### config.mk
export PLATFORM = sky130hd
export DESIGN_NAME = prio_irq_ctrl
export DESIGN_NICKNAME = d
export VERILOG_FILES = /design/src/rtl/prio_irq_ctrl_pkg.sv /design/src/rtl/prio_irq_rst_sync.sv /design/src/rtl/prio_irq_edge.sv /design/src/rtl/prio_irq_status.sv /design/src/rtl/prio_irq_encoder.sv /design/src/rtl/prio_irq_ctrl.sv
export SDC_FILE = /design/constraint.sdc
export NUM_CORES = 1
export LEC_CHECK = 0
export ABC_AREA = 1
export CAP_MARGIN = 20
export CORE_MARGIN = 2
export CORE_UTILIZATION = 41
export CTS_CLUSTER_DIAMETER = 40
export DETAILED_ROUTE_END_ITERATION = 7
export HOLD_SLACK_MARGIN = 0.12
export RECOVER_POWER = 100
export SYNTH_ARGS = -nofsm -noshare
export SYNTH_HDL_FRONTEND = slang
export SYNTH_HIERARCHICAL = 1
export SYNTH_SLANG_ARGS = --single-unit
### constraint.sdc
create_clock -name clk -period 3.7 [get_ports clk]
set_input_delay 0.37 -clock clk [delete_from_list [all_inputs] [get_ports clk]]
set_output_delay 0.37 -clock clk [all_outputs]
set_load 0.005 [all_outputs]
### src/rtl/prio_irq_ctrl_pkg.sv
package prio_irq_ctrl_pkg;
  localparam int unsigned ADDR_W      = 2;
  localparam logic [ADDR_W-1:0] ADDR_STATUS = 2'd0;
  localparam logic [ADDR_W-1:0] ADDR_ENABLE = 2'd1;

  typedef enum logic [1:0] {
    REG_NONE   = 2'd0,
    REG_STATUS = 2'd1,
    REG_ENABLE = 2'd2
  } reg_sel_e;
endpackage

### src/rtl/prio_irq_rst_sync.sv
module prio_irq_rst_sync #(
  parameter int unsigned STAGES = 2
) (
  input  logic clk,
  input  logic rst_n,
  output logic rst_n_s
);
  logic [STAGES-1:0] sync_q;
  logic [STAGES-1:0] sync_d;

  always_comb begin
    sync_d = {sync_q[STAGES-2:0], 1'b1};
  end

  always_ff @(posedge clk or negedge rst_n) begin
    if (!rst_n) sync_q <= '0;
    else        sync_q <= sync_d;
  end

  assign rst_n_s = sync_q[STAGES-1];
endmodule

### src/rtl/prio_irq_edge.sv
module prio_irq_edge #(
  parameter int unsigned WIDTH = 32
) (
  input  logic             clk,
  input  logic             rst_n,
  input  logic [WIDTH-1:0] req_i,
  output logic [WIDTH-1:0] prev_o,
  output logic [WIDTH-1:0] rise_o
);
  logic [WIDTH-1:0] prev_q;
  logic [WIDTH-1:0] prev_d;
  logic             prev_en;

  always_comb begin
    prev_d  = req_i;
    prev_en = (prev_q != req_i);
  end

  always_ff @(posedge clk or negedge rst_n) begin
    if (!rst_n)       prev_q <= '0;
    else if (prev_en) prev_q <= prev_d;
  end

  assign rise_o = req_i & ~prev_q;
  assign prev_o = prev_q;
endmodule

### src/rtl/prio_irq_status.sv
module prio_irq_status #(
  parameter int unsigned WIDTH = 32
) (
  input  logic             clk,
  input  logic             rst_n,
  input  logic [WIDTH-1:0] set_i,
  input  logic [WIDTH-1:0] clr_i,
  output logic [WIDTH-1:0] status_o
);
  logic [WIDTH-1:0] status_q;
  logic [WIDTH-1:0] status_d;
  logic             status_en;

  always_comb begin
    // a set in the same cycle overrides the clear for that bit
    status_d  = (status_q & ~clr_i) | set_i;
    status_en = (|set_i) | (|clr_i);
  end

  always_ff @(posedge clk or negedge rst_n) begin
    if (!rst_n)         status_q <= '0;
    else if (status_en) status_q <= status_d;
  end

  assign status_o = status_q;
endmodule

### src/rtl/prio_irq_encoder.sv
module prio_irq_encoder #(
  parameter int unsigned WIDTH = 32,
  localparam int unsigned NUM_W = (WIDTH > 1) ? $clog2(WIDTH) : 1
) (
  input  logic [WIDTH-1:0] pend_i,
  output logic [NUM_W-1:0] num_o,
  output logic             valid_o
);
  always_comb begin
    num_o   = '0;
    valid_o = 1'b0;
    // walk upward; later (higher) bits overwrite, so the top set bit wins
    for (int b = 0; b < int'(WIDTH); b++) begin
      if (pend_i[b]) begin
        valid_o = 1'b1;
        num_o   = NUM_W'(int'(WIDTH) - 1 - b);
      end
    end
  end
endmodule

### src/rtl/prio_irq_ctrl.sv
module prio_irq_ctrl
  import prio_irq_ctrl_pkg::*;
#(
  parameter int unsigned N_SRC = 32,
  localparam int unsigned NUM_W = (N_SRC > 1) ? $clog2(N_SRC) : 1
) (
  input  logic              clk,
  input  logic              rst_n,
  input  logic [N_SRC-1:0]  req_i,
  input  logic              bus_sel_i,
  input  logic              bus_we_i,
  input  logic [ADDR_W-1:0] bus_addr_i,
  input  logic [N_SRC-1:0]  bus_wdata_i,
  output logic [N_SRC-1:0]  bus_rdata_o,
  output logic              cpu_irq_o,
  output logic [NUM_W-1:0]  irq_num_o,
  output logic              irq_valid_o
);
  logic             rst_n_s;
  logic [N_SRC-1:0] prev_q;
  logic [N_SRC-1:0] rise;
  logic [N_SRC-1:0] clr_mask;
  logic [N_SRC-1:0] status_q;
  logic [N_SRC-1:0] enable_q;
  logic [N_SRC-1:0] enable_d;
  logic             enable_en;
  logic [N_SRC-1:0] pend;
  reg_sel_e         reg_sel;

  prio_irq_rst_sync #(.STAGES(2)) u_rst (
    .clk     (clk),
    .rst_n   (rst_n),
    .rst_n_s (rst_n_s)
  );

  prio_irq_edge #(.WIDTH(N_SRC)) u_edge (
    .clk    (clk),
    .rst_n  (rst_n_s),
    .req_i  (req_i),
    .prev_o (prev_q),
    .rise_o (rise)
  );

  always_comb begin
    unique case (bus_addr_i)
      ADDR_STATUS: reg_sel = REG_STATUS;
      ADDR_ENABLE: reg_sel = REG_ENABLE;
      default:     reg_sel = REG_NONE;
    endcase
  end

  always_comb begin
    clr_mask  = '0;
    enable_en = 1'b0;
    enable_d  = bus_wdata_i;
    if (bus_sel_i && bus_we_i) begin
      if (reg_sel == REG_STATUS) clr_mask  = bus_wdata_i;
      if (reg_sel == REG_ENABLE) enable_en = 1'b1;
    end
  end

  always_ff @(posedge clk or negedge rst_n_s) begin
    if (!rst_n_s)       enable_q <= '0;
    else if (enable_en) enable_q <= enable_d;
  end

  prio_irq_status #(.WIDTH(N_SRC)) u_status (
    .clk      (clk),
    .rst_n    (rst_n_s),
    .set_i    (rise),
    .clr_i    (clr_mask),
    .status_o (status_q)
  );

  assign pend      = status_q & enable_q;
  assign cpu_irq_o = |pend;

  prio_irq_encoder #(.WIDTH(N_SRC)) u_enc (
    .pend_i  (pend),
    .num_o   (irq_num_o),
    .valid_o (irq_valid_o)
  );

  always_comb begin
    bus_rdata_o = '0;
    if (bus_sel_i && !bus_we_i) begin
      unique case (reg_sel)
        REG_STATUS: bus_rdata_o = status_q;
        REG_ENABLE: bus_rdata_o = enable_q;
        default:    bus_rdata_o = '0;
      endcase
    end
  end
endmodule

## Word-level counts from Yosys, hierarchy flattened

Cells that the tools add are included.

| cells by class | value |
|---|---|
| equal/unequal tests | 4 |
| multiplexer cells | 71 |
| bitwise logic cells | 7 |
| reduce and logical (&&, ||, !) cells | 7 |

Operator list:

| operator | number |
|---|---|
| 5-bit two-way mux | 32 |
| 32-bit bitwise AND | 3 |
| 32-bit two-way mux | 3 |
| 32-bit OR reduction | 3 |
| 32-bit NOT | 2 |
| 32-bit one-hot mux with 2 select lines | 1 |
| 1-bit two-way mux | 34 |
| 32-bit != test | 1 |
| 32-bit OR | 1 |
| 2-bit by 1-bit == test with 1-bit output, second input constant | 2 |
| 2-bit one-hot mux with 2 select lines | 1 |
| 2-bit == test, second input constant | 1 |
| 1-bit logical AND | 2 |
| 2-bit zero test | 1 |
| 1-bit zero test | 1 |
| 1-bit OR | 1 |

| word-level totals | value |
|---|---|
| register bits | 98 |
| input port bits | 70 |
| output and inout bits | 39 |
| logic and storage cells | 93 |

## Longest topological paths before layout

| depth | value |
|---|---|
| depth after elaboration | 33 |
| gate-level depth with buffers | 33 |
| depth with buffers taken out | 33 |

## By module

The synthesis kept the hierarchy.

By module, submodules not included:

| module | instances | cells an instance | area an instance (µm²) | sequential area each (µm²) |
|---|---|---|---|---|
| prio_irq_ctrl | 1 | 383 | 2,324.7 | 800.8 |
| prio_irq_edge | 1 | 232 | 1,939.4 | 800.8 |
| prio_irq_status | 1 | 160 | 1,281.2 | 800.8 |
| prio_irq_encoder | 1 | 107 | 442.9 | 0.0 |
| prio_irq_rst_sync | 1 | 3 | 53.8 | 50.0 |

## Least setup slack after synthesis

OpenSTA, ideal clock, no wires.

| path | value |
|---|---|
| path type | register -> output |
| start | reg u_status.status_q[1] (netlist: u_status/status_o[1]) |
| end | out irq_num_o[0] |
| arrival time | 1.860 ns |
| required time | 3.330 ns |
| setup slack | 1.470 ns |
| cell stages (with the launch flop) | 34 |
| path buffers | 0 |
| cells stage by stage | dfrtp_1 -> nand2_1 -> inv_1 -> inv_1 -> nand2_1 -> nand2_1 -> nand2_1 -> nand2_1 -> nand2_1 -> nand2_1 -> nand2_1 -> nand2_1 -> nand2_1 -> nand2_1 -> nand2_1 -> nand2_1 -> nand2_1 -> nand2_1 -> nand2_1 -> nand2_1 -> nand2_1 -> nand2_1 -> nand2_1 -> nand2_1 -> nand2_1 -> nand2_1 -> nand2_1 -> nand2_1 -> nand2_1 -> nand2_1 -> nand2_1 -> nand2_1 -> nand2_1 -> a21oi_2 |

| on the way | value |
|---|---|
| longest elaborated chain between the ends | 32 |

Ends and longest elaborated chain:

| element | RTL line | RTL |
|---|---|---|
| start, declared | prio_irq_status.sv:10 | `logic [WIDTH-1:0] status_q;` |
| start signal, assigned | prio_irq_status.sv:22 | `else if (status_en) status_q <= status_d;` |
| 32-bit bitwise AND | prio_irq_ctrl.sv:75 | `assign pend = status_q & enable_q;` |
| via pend[1] | prio_irq_ctrl.sv:27 | `logic [N_SRC-1:0] pend;` |
| 5-bit two-way mux (31 in a row) | prio_irq_encoder.sv:14 | `if (pend_i[b]) begin` |
| end, declared | prio_irq_ctrl.sv:16 | `output logic [NUM_W-1:0] irq_num_o,` |

The timed path passes the listed nets, and every way through them passes these cells.

## Worst setup path in the final report

| path | value |
|---|---|
| start | in bus_addr_i[0] |
| end | out bus_rdata_o[8] |

| on the way | value |
|---|---|
| longest elaborated chain between the ends | 5 |
| elaborated cells on any way between the ends | 7 |
| classes of those cells | 3 x eq/ne; 3 x mux; 1 x reduce/logical |

Ends and longest elaborated chain:

| element | RTL line | RTL |
|---|---|---|
| start, declared | prio_irq_ctrl.sv:12 | `input logic [ADDR_W-1:0] bus_addr_i,` |
| 2-bit by 1-bit == test with 1-bit output or 2-bit zero test (tied branches) | prio_irq_ctrl.sv:45 | `unique case (bus_addr_i)` |
| 2-bit one-hot mux with 2 select lines (*) | prio_irq_ctrl.sv:45 |  |
| 2-bit == test or 2-bit by 1-bit == test with 1-bit output (tied branches) | prio_irq_ctrl.sv:87 | `unique case (reg_sel)` |
| 32-bit one-hot mux with 2 select lines (*) | prio_irq_ctrl.sv:87 |  |
| 32-bit two-way mux (*) | prio_irq_ctrl.sv:86 | `if (bus_sel_i && !bus_we_i) begin` |
| end, declared | prio_irq_ctrl.sv:14 | `output logic [N_SRC-1:0] bus_rdata_o,` |

Every way passes the cells marked *; elsewhere a longest branch is shown, timed or not.

==> results.tsv <==
stage	metric	value	unit
global_route	largest net degree at the start of global routing	65	
setup_path	Max FO, Critical Path	24	
global_route	first-pass GRT wire length	26790	um
final_layout	Syn-to-layout area delta	25.24	%
route	Avg WL per Cell	13.77	um
setup_path	CP cell instances	dlygate4sd3_1 -> inv_1 -> clkbuf_1 -> nand3_1 -> a21oi_1 -> dlygate4sd3_1	
setup_path	CP required	3.33	ns
placed_design	Port Buf Inserts	108	
setup_path	FF-to-FF End	u_edge/prev_o[5]	
die	core area	14480	um2
timing	Fin. Hold Viols	0	
logic_synthesis	post-synth top area cell	dfrtp_1	
die	Die Height	125.4	um
final_layout	Fill cells	1447	
setup_path	Crit. Startpoint	bus_addr_i[0]	
logic_synthesis	post-synthesis sequential area ratio	40.59	%
setup_path	Worst EP arrival	3.01	ns
setup_path	Reg-to-Reg Start	u_edge/prev_o[8]	
setup_path	R2R cell count	9	
setup_path	termination of the worst setup path	bus_rdata_o[8]	
setup_path	CP most frequent cell	dlygate4sd3_1	
clock_tree	clock sink count	98	
die	FP Rows	44	
power	Sequential Power Share	42.3	%
power	leak pwr	4.063	nW
power	Combinational Power Share	23.1	%
clock_tree	CTS Root Cell	clkbuf_16	
placed_design	routability-driven placement congestion ratio	0.8823	
power	pwr dens	397.4	nW/um2
route	via count	5445	
power	net switching power	0.0009221	W
timing	final setup margin	0.3195	ns
global_route	initial antenna violation count	0	
timing	Rel. slew slack	-29.85	%
timing	Final TNS setup	0	ns
setup_path	Startpoint Class	input port	
power	worst IR drop on VDD	237.3	uV
clock_tree	clk_lat worst skew	0.35	ns
timing	Final setup viols	0	
clock_tree	Clock transition at path regs	0.07	ns
timing	Final Cycle Share	91.37	%
placed_design	pre-CTS setup slack	0.7888	ns
logic_synthesis	count of unique library cells instantiated by Yosys	26	
timing	minimum clock period	3.381	ns
setup_path	WS Path Type	input port to output port	
logic_synthesis	Yosys top cell area share	40.59	%
status	failing checks	capacitance limit, slew limit	
logic_synthesis	synthesized area per cell	6.827	um2
final_layout	Reg area	2452	um2
timing	f_max	295.8	MHz
status	status	finished, violations left	
logic_synthesis	Ys Warns	6	
clock_tree	H-tree levels	3	
power	Sw Ratio	30.66	%
worst_hold_path	Hold Crit Class	input port to asynchronous set/reset pin	
logic_synthesis	Post-Syn Nets	987	
route	Routed Wire Length	16180	um
setup_path	Largest stage delay, worst path	0.64	ns
route	Routed Antenna Nets	0	
final_layout	Layout Nets	1088	
clock_tree	clock tree buffer depth	2	
global_route	total grt overflow	0	
logic_synthesis	Mapped Cells	885	
global_route	GRT Overall Usage	21.40	%
die	Initial Util	41.73	%
logic_synthesis	ranking of synthesized cells by area	dfrtp_1, nand2_1, inv_1, ha_1, nand3_1	
timing	Slew @ Worst Pin	1.948	ns
power	Pint	0.002085	W
route	drt drc	0	
clock_tree	TritonCTS buffer count	9	
setup_path	Worst Setup End Kind	output port	
power	Clock Power Share	34.6	%
route	via/cell ratio	4.634	
die	die area	15720	um2
timing	RSZ-0062 raised after global routing	false	
final_layout	number of inserted diodes	0	
die	Die Span X	125.4	um
global_route	vias in the first global route	5292	
clock_tree	CTS tree	yes	
route	Pre-antenna DRT Iters	4	
final_layout	share of layout cells above drive strength 1	3.835	%
logic_synthesis	Mapped Area	6042	um2
die	io pins	109	
timing	final setup skew	0.006703	ns
final_layout	area of the multi-input gates	2639	um2
timing	final slew viol count	47	
setup_path	Reg2Reg Setup Slack	0.76	ns
run	max cap viols	1	
route	initial DRC count	276	
placed_design	hpwl dp	12090	um
logic_synthesis	flops & latches, synth	98	
setup_path	CP max stage cell	inv_1	
-- Yosys cell counts --
cell type / count
a211oi_1: 1
a21oi_1: 35
a21oi_2: 1
a311oi_1: 1
a31oi_1: 1
buf_1: 2
buf_2: 14
buf_4: 8
buf_6: 3
clkbuf_1: 6
conb_1: 1
dfrtp_1: 98
ha_1: 32
inv_1: 192
inv_2: 5
nand2_1: 310
nand2_4: 1
nand3_1: 66
nand3_4: 1
nor2_1: 32
nor2_4: 3
nor3_1: 34
nor4_1: 3
o21ai_1: 33
o21bai_1: 1
o31ai_1: 1
-- stage by stage --
step                total power (W)  cells  util [%]  cell area, um2  hold slack (ns)
finish                     0.003007   1175     52.26            7567           0.2406
CTS                        0.003052   1173     52.41            7589           0.1652
global route               0.003207   1175     52.26            7567           0.2455
global placement           0.001999   1157     50.15            7261           0.3331
detailed placement         0.002005   1157     50.15            7261           0.3347
floorplan                  0.001726    885         -            6042          0.07441
-- cell usage in the layout, fill, tap and decap left out, drive strengths merged, types with 2 or more instances in the layout --
cell,Yosys,final
nand2,311,311
clkinvlp,0,2
nor4,3,3
o21ai,33,33
clkdlybuf4s50,0,68
ha,32,32
bufinv,0,2
inv,197,198
a21oi,36,36
dlygate4sd3,0,39
nor2,35,35
clkbuf,6,15
dfrtp,98,98
nor3,34,34
nand3,67,67
buf,27,10
-- power groups by stage --
stage,Combinational (W),Sequential (W),Clock (W)
floorplan,0.000456,0.00127,0
global placement,0.000710,0.00129,0
detailed placement,0.000713,0.00129,0
CTS,0.000717,0.00127,0.00106
global route,0.000809,0.00129,0.00111
finish,0.000695,0.00127,0.00104
-- timing repair --
item / 4_1_cts / 5_1_grt
gates resized for setup: 0 / 1
buffers inserted: 0 / 2
hold buffers: 0 / 0
setup endpoints to repair: 0 / 1
-- routing by layer --
metal	global-route usage, %	vias to the layer above	share of wire [%]
met3	2.867	20	3.7
li1	-	2866	-
met2	33.82	112	46
met4	7.908	0	1.9
met5	0	-	0
met1	30.14	2447	49
-- critical path, delay by kind of cell --
family / cells / cell delay (ns)
buffers and inverters: 4 / 2.27
AOI/OAI and AO/OA: 1 / 0.21
and+or+nand+nor: 1 / 0.14
-- worst min path at each step --
stage | endpoint | slack (ns) | cells past startpoint
5_1_grt | u_rst/sync_q[1] | 0.25 | 1
6_report | u_rst/sync_q[0] | 0.24 | 1
3_3_place_gp | u_rst/sync_q[1] | 0.33 | 0
3_5_place_dp | u_rst/sync_q[1] | 0.33 | 0
4_1_cts | u_rst/sync_q[1] | 0.17 | 1
2_1_floorplan | u_rst/sync_q[0] | 0.07 | 0
-- layout make-up --
| cell class | instances | share of cell area, % |
|---|---|---|
| Multi-Input combinational cell | 557 | 34.87 |
| Sequential cell | 98 | 32.41 |
| Timing Repair Buffer | 123 | 15.58 |
| Inverter | 197 | 9.772 |
| Clock buffer | 10 | 3.158 |
| Tap cell | 184 | 3.042 |
| Clock inverter | 6 | 1.174 |
-- flip-flops by register name, indices dropped and copies added, names as in the netlist --
signal             cells
enable_q              32
u_rst/sync_q           2
u_edge/prev_o         32
u_status/status_o     32
-- cell families (layout without fill, tap and decap cells) --
logic type	after synthesis	after routing	share of synthesized area [%]
AO/OA/AOI/OAI	74	74	6.399
buffers and inverters	230	336	15.45
AND/OR/NAND/NOR	450	450	30.88
adder cells (fa/ha/maj)	32	32	6.627
flip-flops	98	98	40.59
other	1	1	0.06207
Power figures use the tool's default switching activity.
